===== config.mk =====
export PLATFORM = sky130hd
export DESIGN_NAME = nthc_monitor
export DESIGN_NICKNAME = d
export VERILOG_FILES = /design/src/rtl/nthc_pkg.sv /design/src/rtl/nthc_occ_counter.sv /design/src/rtl/nthc_rule_eval.sv /design/src/rtl/nthc_verdict.sv /design/src/rtl/nthc_monitor.sv
export SDC_FILE = /design/constraint.sdc
export NUM_CORES = 1
export LEC_CHECK = 0
export BUFFER_PORTS_ARGS = -buffer_cell sky130_fd_sc_hd__clkbuf_2
export CORE_MARGIN = 2
export CORE_UTILIZATION = 44
export DETAILED_ROUTE_END_ITERATION = 12
export HOLD_SLACK_MARGIN = 0.08
export PLACE_DENSITY = 0.69
export SYNTH_ARGS = -nofsm -noshare
export SYNTH_HDL_FRONTEND = slang
export SYNTH_HIERARCHICAL = 1
export SYNTH_SLANG_ARGS = --single-unit

===== constraint.sdc =====
create_clock -name clk -period 1.55 [get_ports clk]
set_input_delay 0.155 -clock clk [delete_from_list [all_inputs] [get_ports clk]]
set_output_delay 0.155 -clock clk [all_outputs]
set_load 0.005 [all_outputs]

===== src/rtl/nthc_pkg.sv =====
// Package for the Nth-occurrence coincidence monitor.
// Holds the rule bit positions, the violation codes, and the function
// that turns a set of rules fired on one edge into the code to report.
// Assumes five rules. Code value = rule bit position + 1.
package nthc_pkg;

    localparam int RULES    = 5;
    localparam int B_INIT   = 0;
    localparam int B_EARLY  = 1;
    localparam int B_MISSED = 2;
    localparam int B_ORPHAN = 3;
    localparam int B_REPEAT = 4;

    typedef enum logic [2:0] {
        CODE_NONE   = 3'd0,
        CODE_INIT   = 3'd1,
        CODE_EARLY  = 3'd2,
        CODE_MISSED = 3'd3,
        CODE_ORPHAN = 3'd4,
        CODE_REPEAT = 3'd5
    } nthc_code_e;

    // The lowest set rule bit wins; an empty set gives CODE_NONE.
    function automatic nthc_code_e first_rule(input logic [RULES-1:0] hits);
        nthc_code_e c;
        c = CODE_NONE;
        for (int i = RULES - 1; i >= 0; i--) begin
            if (hits[i]) c = nthc_code_e'(3'(i + 1));
        end
        return c;
    endfunction

endpackage


===== src/rtl/nthc_occ_counter.sv =====
// Saturating counter of the edges where the event strobe is high.
// Assumes OCC_TARGET >= 1. The count stops at OCC_TARGET and never wraps.
// Reset is synchronous and active low.
module nthc_occ_counter #(
    parameter int OCC_TARGET = 5,
    localparam int CW = $clog2(OCC_TARGET + 1)
) (
    input  logic          clk,
    input  logic          rst_n,
    input  logic          ev_i,
    output logic [CW-1:0] cnt_o,
    output logic          at_last_o,   // next event is the target one
    output logic          full_o       // target event already counted
);
    localparam logic [CW-1:0] FULL = CW'(OCC_TARGET);
    localparam logic [CW-1:0] LAST = CW'(OCC_TARGET - 1);

    logic [CW-1:0] cnt_q;

    // Count sampled events until the target is reached.
    always_ff @(posedge clk) begin
        if (!rst_n)                     cnt_q <= '0;
        else if (ev_i && cnt_q != FULL) cnt_q <= cnt_q + CW'(1);
    end

    assign cnt_o     = cnt_q;
    assign at_last_o = (cnt_q == LAST);
    assign full_o    = (cnt_q == FULL);

    // the count never goes past the target.
    assert_count_bounded_R3: assert property (@(posedge clk) disable iff (!rst_n)
        cnt_q <= FULL);

    // an event below the target adds exactly one.
    assert_count_step_R3: assert property (@(posedge clk) disable iff (!rst_n)
        ev_i && cnt_q != FULL |=> cnt_q == $past(cnt_q) + CW'(1));

    // once saturated, the count holds.
    assert_count_hold_R3: assert property (@(posedge clk) disable iff (!rst_n)
        cnt_q == FULL |=> cnt_q == FULL);
endmodule


===== src/rtl/nthc_rule_eval.sv =====
// Decides which rules the sampled strobes break on this edge, and whether
// this edge is the clean target coincidence.
// Holds one register: the arm bit for the check on the first cycle after
// reset. Everything else is combinational on the sampled inputs and the
// counter state.
module nthc_rule_eval (
    input  logic                     clk,
    input  logic                     rst_n,
    input  logic                     ev_i,
    input  logic                     rsp_i,
    input  logic                     at_last_i,
    input  logic                     full_i,
    output logic [nthc_pkg::RULES-1:0] hits_o,
    output logic                     good_o
);
    import nthc_pkg::*;

    logic arm_q;

    // Arm the initial-value check during reset; disarm after one cycle.
    always_ff @(posedge clk) begin
        if (!rst_n) arm_q <= 1'b1;
        else        arm_q <= 1'b0;
    end

    // Classify this edge against every rule.
    always_comb begin
        hits_o           = '0;
        hits_o[B_INIT]   = arm_q && rsp_i;
        hits_o[B_EARLY]  = ev_i && rsp_i && !at_last_i && !full_i;
        hits_o[B_MISSED] = ev_i && at_last_i && !rsp_i;
        hits_o[B_ORPHAN] = rsp_i && !ev_i;
        hits_o[B_REPEAT] = rsp_i && full_i;
        good_o           = ev_i && rsp_i && at_last_i;
    end

    // early and missed can never both fire on one edge.
    assert_early_missed_apart_R6: assert property (@(posedge clk) disable iff (!rst_n)
        !(hits_o[B_EARLY] && hits_o[B_MISSED]));

    // a clean coincidence breaks none of the event-side rules.
    assert_good_is_clean_R4: assert property (@(posedge clk) disable iff (!rst_n)
        good_o |-> !hits_o[B_EARLY] && !hits_o[B_MISSED] && !hits_o[B_REPEAT]);
endmodule


===== src/rtl/nthc_verdict.sv =====
// Keeps the sticky violation flags, the first-fired code and the pass bit.
// Assumes hits_i and good_i describe the current edge. Reset is synchronous
// and active low.
module nthc_verdict (
    input  logic                       clk,
    input  logic                       rst_n,
    input  logic [nthc_pkg::RULES-1:0] hits_i,
    input  logic                       good_i,
    output logic [nthc_pkg::RULES-1:0] flags_o,
    output logic [2:0]                 code_o,
    output logic                       pass_o
);
    import nthc_pkg::*;

    logic [RULES-1:0] flags_q;
    nthc_code_e       code_q;
    logic             pass_q;

    // Accumulate flags; latch the code once; track the clean pass.
    always_ff @(posedge clk) begin
        if (!rst_n) begin
            flags_q <= '0;
            code_q  <= CODE_NONE;
            pass_q  <= 1'b0;
        end else begin
            flags_q <= flags_q | hits_i;
            if (code_q == CODE_NONE) code_q <= first_rule(hits_i);
            pass_q  <= (pass_q || good_i) && (hits_i == '0) && (flags_q == '0);
        end
    end

    assign flags_o = flags_q;
    assign code_o  = code_q;
    assign pass_o  = pass_q;

    // a flag, once set, stays set.
    assert_flags_sticky_R9: assert property (@(posedge clk) disable iff (!rst_n)
        1'b1 |=> (flags_q & $past(flags_q)) == $past(flags_q));

    // a code is reported exactly when some flag is set.
    assert_code_matches_flags_R9: assert property (@(posedge clk) disable iff (!rst_n)
        (code_q != CODE_NONE) == (flags_q != '0));

    // a reported code never changes before reset.
    assert_code_held_R9: assert property (@(posedge clk) disable iff (!rst_n)
        code_q != CODE_NONE |=> $stable(code_q));

    // pass and any violation are never shown together.
    assert_pass_exclusive_R8: assert property (@(posedge clk) disable iff (!rst_n)
        !(pass_q && flags_q != '0));
endmodule


===== src/rtl/nthc_monitor.sv =====
// Top of the Nth-occurrence one-shot coincidence monitor.
// Counts sampled events and requires the response strobe to be high on
// exactly the OCC_TARGET-th event edge and on no other edge. Reports sticky
// flags, the first-fired code and a pass bit.
// Assumes rst_n is held low for at least one edge at start-up.
module nthc_monitor #(
    parameter int OCC_TARGET = 5
) (
    input  logic                              clk,
    input  logic                              rst_n,
    input  logic                              ev_i,
    input  logic                              rsp_i,
    output logic [4:0]                        viol_flags_o,
    output logic [2:0]                        viol_code_o,
    output logic                              pass_o,
    output logic [$clog2(OCC_TARGET+1)-1:0]   occ_count_o
);
    import nthc_pkg::*;

    localparam int CW = $clog2(OCC_TARGET + 1);

    logic             at_last;
    logic             full;
    logic [RULES-1:0] hits;
    logic             good;

    nthc_occ_counter #(.OCC_TARGET(OCC_TARGET)) u_cnt (
        .clk       (clk),
        .rst_n     (rst_n),
        .ev_i      (ev_i),
        .cnt_o     (occ_count_o),
        .at_last_o (at_last),
        .full_o    (full)
    );

    nthc_rule_eval u_eval (
        .clk       (clk),
        .rst_n     (rst_n),
        .ev_i      (ev_i),
        .rsp_i     (rsp_i),
        .at_last_i (at_last),
        .full_i    (full),
        .hits_o    (hits),
        .good_o    (good)
    );

    nthc_verdict u_verdict (
        .clk     (clk),
        .rst_n   (rst_n),
        .hits_i  (hits),
        .good_i  (good),
        .flags_o (viol_flags_o),
        .code_o  (viol_code_o),
        .pass_o  (pass_o)
    );

    // a response without an event always leaves the orphan flag set.
    assert_orphan_flagged_R7: assert property (@(posedge clk) disable iff (!rst_n)
        rsp_i && !ev_i |=> viol_flags_o[B_ORPHAN]);

    // a response after the target count always leaves the repeat flag set.
    assert_repeat_flagged_R8: assert property (@(posedge clk) disable iff (!rst_n)
        rsp_i && occ_count_o == CW'(OCC_TARGET) |=> viol_flags_o[B_REPEAT] && !pass_o);

    // a reset edge leaves every output cleared.
    assert_reset_clears_R1: assert property (@(posedge clk)
        !rst_n |=> occ_count_o == '0 && viol_flags_o == '0 && viol_code_o == 3'd0 && !pass_o);
endmodule


Word-level counts from Yosys, hierarchy flattened
Index checks and enable logic that the tools add are counted.
{ "totals": {"in_bits": 4, "out_inout_bits": 12, "ff_bits": 13, "wordCells": 36} }
{ "classes": {"n_mux": 6, "eq_ne": 3, "n_reduce_logical": 20, "n_addsub": 1, "bitwise_logic": 1} }
{ "ops": {"columns": ["op", "count"], "rows": [
  ["$mux 3", 5],
  ["$logic_and 1x1->1", 12],
  ["$logic_not 5->1", 2],
  ["$eq 3x3->1 const B", 2],
  ["$or 5x5->5", 1],
  ["$logic_not 1->1", 4],
  ["$add 3x1->3 const B", 1],
  ["$logic_not 3->1", 1],
  ["$ne 3x3->1 const B", 1],
  ["$logic_or 1x1->1", 1],
  ["$mux 1", 1]
]} }

Logic depth before layout (Yosys ltp)
{ "depth": {"ltp_word": 7, "depth_mapped": 7, "ltp_nobuf": 7} }

By module
The synthesis kept the hierarchy.
{ "by_module_without_submodules": {"columns": ["mod", "cells_per_inst", "area_per_inst_um2", "seq_area_each_um2", "instances"], "rows": [
  ["nthc_verdict", 34, 342.8, 180.2, 1],
  ["nthc_occ_counter", 20, 195.2, 60.1, 1],
  ["nthc_rule_eval", 8, 73.8, 20.0, 1]
]} }

Worst setup path before layout
No wires, ideal clock.
{ "synth_timing": {"path_type": "reg2reg", "start": "register u_cnt.cnt_q[1] (netlist: u_cnt/cnt_o[1])", "end": "register u_verdict.pass_q (netlist: u_verdict/pass_o)", "setup_ns": 0.088, "stages_incl_launch_ff": 8, "arrival_time_ns": 1.552, "synth_period_minus_slack_ns": 1.640, "path_buffers": 0, "path_slack_ns": -0.090, "required_ns": 1.462, "path_cell_list": "dfxtp_1 -> inv_1 -> ha_1 -> and2_2 -> and2_2 -> nor4_1 -> nand3_1 -> nor4_2"} }
{ "synth_between": {"word_cells_on_any_way": 14, "cone_classes": "eq/ne: 2; reduce/logical: 12"} }
{ "synth_rtl": {"columns": ["element", "line", "source"], "rows": [
  ["from (decl)", "nthc_occ_counter.sv:18", "logic [CW-1:0] cnt_q;"],
  ["from (signal assigned)", "nthc_occ_counter.sv:23", "else if (ev_i && cnt_q != FULL) cnt_q <= cnt_q + CW'(1);"],
  ["$eq 3x3->1", "nthc_occ_counter.sv:28", "assign full_o = (cnt_q == FULL);"],
  ["via full", "nthc_monitor.sv:23", "logic full;"],
  ["$logic_and 1x1->1", "nthc_rule_eval.sv:33", "hits_o[B_REPEAT] = rsp_i && full_i;"],
  ["via hits[4]", "nthc_monitor.sv:24", "logic [RULES-1:0] hits;"],
  ["$logic_not 5->1", "nthc_verdict.sv:28", "pass_q <= (pass_q || good_i) && (hits_i == '0) && (flags_q == '0);"],
  ["$logic_and 1x1->1 (2 in a row)", "nthc_verdict.sv:28", null],
  ["to (signal assigned)", "nthc_verdict.sv:28", null],
  ["to (decl)", "nthc_verdict.sv:17", "logic pass_q;"]
]} }
The timed path passes the listed nets, and every way through them passes these cells.
A chain may end at the register's enable or synchronous reset.

Worst setup path after layout
{ "layout_timing": {"start": "register u_cnt.cnt_q[0] (netlist: u_cnt/cnt_o[0])", "end": "register u_verdict.code_q[0] (netlist: u_verdict/code_o[0])"} }
{ "layout_between": {"word_cells_on_any_way": 14, "cone_classes": "eq/ne: 2; mux: 5; reduce/logical: 7"} }
{ "layout_rtl": {"columns": ["element", "line", "source"], "rows": [
  ["$eq 3x3->1", "nthc_occ_counter.sv:27", "assign at_last_o = (cnt_q == LAST);"],
  ["via at_last", "nthc_monitor.sv:22", "logic at_last;"],
  ["$logic_not 1->1", "nthc_rule_eval.sv:30", "hits_o[B_EARLY] = ev_i && rsp_i && !at_last_i && !full_i;"],
  ["$logic_and 1x1->1 (2 in a row)", "nthc_rule_eval.sv:30", null],
  ["via hits[1]", "nthc_monitor.sv:24", null],
  ["$mux 3 (2 in a row)", "nthc_pkg.sv:28", "if (hits[i]) c = nthc_code_e'(3'(i + 1));"],
  ["to (signal assigned)", "nthc_verdict.sv:27", "if (code_q == CODE_NONE) code_q <= first_rule(hits_i);"],
  ["to (decl)", "nthc_verdict.sv:16", "nthc_code_e code_q;"]
]} }
The timed path passes the listed nets, and every way through them passes these cells.

==> flow_summary.toml <==
[run_status]
run_status = "completed"

[finish]
design.final.nets = 95
n_antenna_cell = 0
design_area_um2 = 803
area_growth_pct = 31.3
ff_latch_area_um2 = 265
mostFrequentLayoutCell = "sky130_fd_sc_hd__clkbuf_2"
layout.cells.most_common_list = "sky130_fd_sc_hd__clkbuf_2 (15), sky130_fd_sc_hd__dfxtp_1 (11), sky130_fd_sc_hd__buf_4 (7), sky130_fd_sc_hd__o21a_1 (5), sky130_fd_sc_hd__nand2_1 (4)"
multi_input_area_um2 = 350
fillCellCount = 121
post_route_cells_drive_above_1_share_pct = 47.1

[synthesis]
synth.ff_latch_count = 13
ys_warnings = 6
synth_top_flop_cell = "sky130_fd_sc_hd__dfxtp_1"
synth.cell_area_um2 = 612
synth-edff-count = 0
asyncSetResetFlopFracSynth_pct = 0
synth.net_count = 69
syn_inst = 62
syn_area_per_cell_um2 = 9.87
yosys.cell_types.count = 26
seq_area_frac_synth_pct = 42.5

[grt]
largest_net_degree_at_the_start_of_global_routing = 19
grt.overflow.total = 0
global_routing_usage_summed_across_all_routing_layers_pct = 18.6
first_global_vias = 468
grt_antenna_before_repair = 0
grt_pass1_wl_mm = 2.00

[critical_path]
worstPathArrival_ns = 1.76
critPathMaxStageDelay_ns = 0.46
crit_chain = "inv_2 -> ha_1 -> and2_4 -> and4bb_2 -> or4b_1 -> o21ai_1"
crit_family = "simple AND/OR/NAND/NOR gates"
critical_path_required_ns = 1.76
worst-path-buf-inv = 1
end_kind = "register"
cp_slowest_cell = "sky130_fd_sc_hd__or4b_1"
path_max_fanout = 3
crit_path_start_kind = "register"
timing_worst_setup_path_type = "register to register"

[sta]
min_period_ns = 1.54
maxClockFrequency_mhz = 647
max_slew.worst_pin.slew_ns = 0.315
final-max-slew-violation-count = 0
post-route-worst-setup-slack_ns = 0.00503
setup_repair_after_global_routing_missed_its_margin = "yes"
timing.max_slew.rel_slack_pct = 79.0
final.hold.worst_slack_ns = 0.231
final_report_hold_violation_count = 0
timing.clock.skew_ns = 0.00159
post-route-period-util_pct = 99.7
setup_viol_count_final = 0
setup-tns-final_ns = 0

[placement]
hpwl_detailed_um = 881
port_buffers = 15
detailed_place.area_um2 = 741
dp_worst_setup_slack_ns = -0.0223
gp_routability_congestion = 0.722

[floorplanning]
die_y_um = 41.3
rows = 13
ioPinCount = 16
initial_core_util_pct = 47.0
placeableCoreArea_mm2 = 0.00130
dieArea_mm2 = 0.00170
die_width_um = 41.3

[route]
drt_wl_total_mm = 1.17
drt_pre_antenna_iters = 2
detailroute.via_count = 522
post_drt_wl_per_cell_um = 11.5
drt_drc_violations_left = 0
drt_iter0_markers = 2
final_antenna_net_count = 0
via_per_inst = 5.12

[min_path]
class_of_the_tightest_hold_or_removal_check = "input port to register"

[clock_tree]
tritoncts_clock_tree = "built"
cts_inserted_buffers = 3
cts_buffer_depth = 2
htree_levels = 1
clock_tree.root_cell = "sky130_fd_sc_hd__clkbuf_4"
clock_sink_count = 13
clk_transition_reported_paths_ns = 0.08
insertion_delay_ns = 0.27
hold_buffers = 0

[power_and_ir_drop]
ir_worst_vdd_v = 0.000519
total_leakage_power_nw = 0.370
power_density_mw_per_mm2 = 859

[flow_run]
max_cap_violations = 0
==> synthesized netlist by cell type (2+ instances only) <==
cell	n	area share, %
sky130_fd_sc_hd__dfxtp_1	13	43
sky130_fd_sc_hd__o21a_1	5	6.1
sky130_fd_sc_hd__inv_1	4	2.5
sky130_fd_sc_hd__nand2_1	4	2.5
sky130_fd_sc_hd__a21oi_1	3	2.5
sky130_fd_sc_hd__and2_2	3	3.7
sky130_fd_sc_hd__ha_1	3	6.1
sky130_fd_sc_hd__nor2_1	3	1.8
sky130_fd_sc_hd__mux2i_1	2	3.3
sky130_fd_sc_hd__nor2b_1	2	2.0
sky130_fd_sc_hd__nor4_1	2	2.0
sky130_fd_sc_hd__o21ai_0	2	1.6
sky130_fd_sc_hd__o21ai_1	2	1.6
sky130_fd_sc_hd__or4b_1	2	3.3
==> stage by stage <==
stage | power, mW | std cells | utilization (%)
2_1_floorplan | 0.431 | 62 | -
3_3_place_gp | 0.473 | 96 | 56.9
3_5_place_dp | 0.476 | 96 | 56.9
4_1_cts | 0.699 | 102 | 60.9
5_1_grt | 0.738 | 102 | 61.7
6_report | 0.690 | 102 | 61.7
==> cell families after synthesis <==
group	count (synthesis)	synth area share, %
flops	13	42.5
compound gates	13	13.7
buf+inv	5	3.68
simple gates	26	30.7
fa+ha+maj	3	6.14
mux	2	3.27
==> power breakdown <==
group / internal, mW / switching, mW
Combinational: 0.0596 / 0.0503
Sequential: 0.353 / 0.0162
Clock: 0.0996 / 0.111
Total: 0.512 / 0.177
==> registers in the layout, summed over array words and instances (netlist names) <==
signal / count
u_verdict/flags_o: 5
u_cnt/cnt_o: 3
u_verdict/code_o: 3
u_eval/arm_q: 1
u_verdict/pass_o: 1
==> worst reg2reg max path: stages (launching register included) <==
cell and delay [ns]:
sky130_fd_sc_hd__dfxtp_4 0.37, sky130_fd_sc_hd__inv_2 0.04, sky130_fd_sc_hd__ha_1 0.13, sky130_fd_sc_hd__and2_4 0.14
sky130_fd_sc_hd__and4bb_2 0.24, sky130_fd_sc_hd__or4b_1 0.46, sky130_fd_sc_hd__o21ai_1 0.12
==> final timing paths <==
path,startpoint,end,slack (ns),cells after the start
setup / recovery,u_cnt/cnt_o[0],u_verdict/code_o[0],0.005,6
hold / removal,rst_n,u_eval/arm_q,0.23,2
setup reg to reg,u_cnt/cnt_o[0],u_verdict/code_o[0],0.005,6
hold reg to reg,u_verdict/flags_o[2],u_verdict/flags_o[2],0.49,1
==> area by class of cell <==
type                            instances  share of cell area (%)
Clock buffer                            4                    3.27
Inverter                                4                    1.87
Multi-Input combinational cell         44                    43.6
Sequential cell                        13                    33.0
Tap cell                               15                    2.34
Timing Repair Buffer                   22                    15.9
==> per-layer routing <==
metal | track usage (%) | up-vias | routed length [µm]
met5 | 0 | - | 0
met4 | 9.68 | 0 | 13
met3 | 6.38 | 2 | 34
met2 | 27.0 | 6 | 528
met1 | 24.3 | 239 | 594
li1 | - | 275 | -
==> repair_timing <==
item / CTS / global route
setup buffers: 2 / 0
pin swaps: 2 / 1
resized for setup: 3 / 4
setup endpoints to repair: 3 / 3
Power figures use the tool's default switching activity.
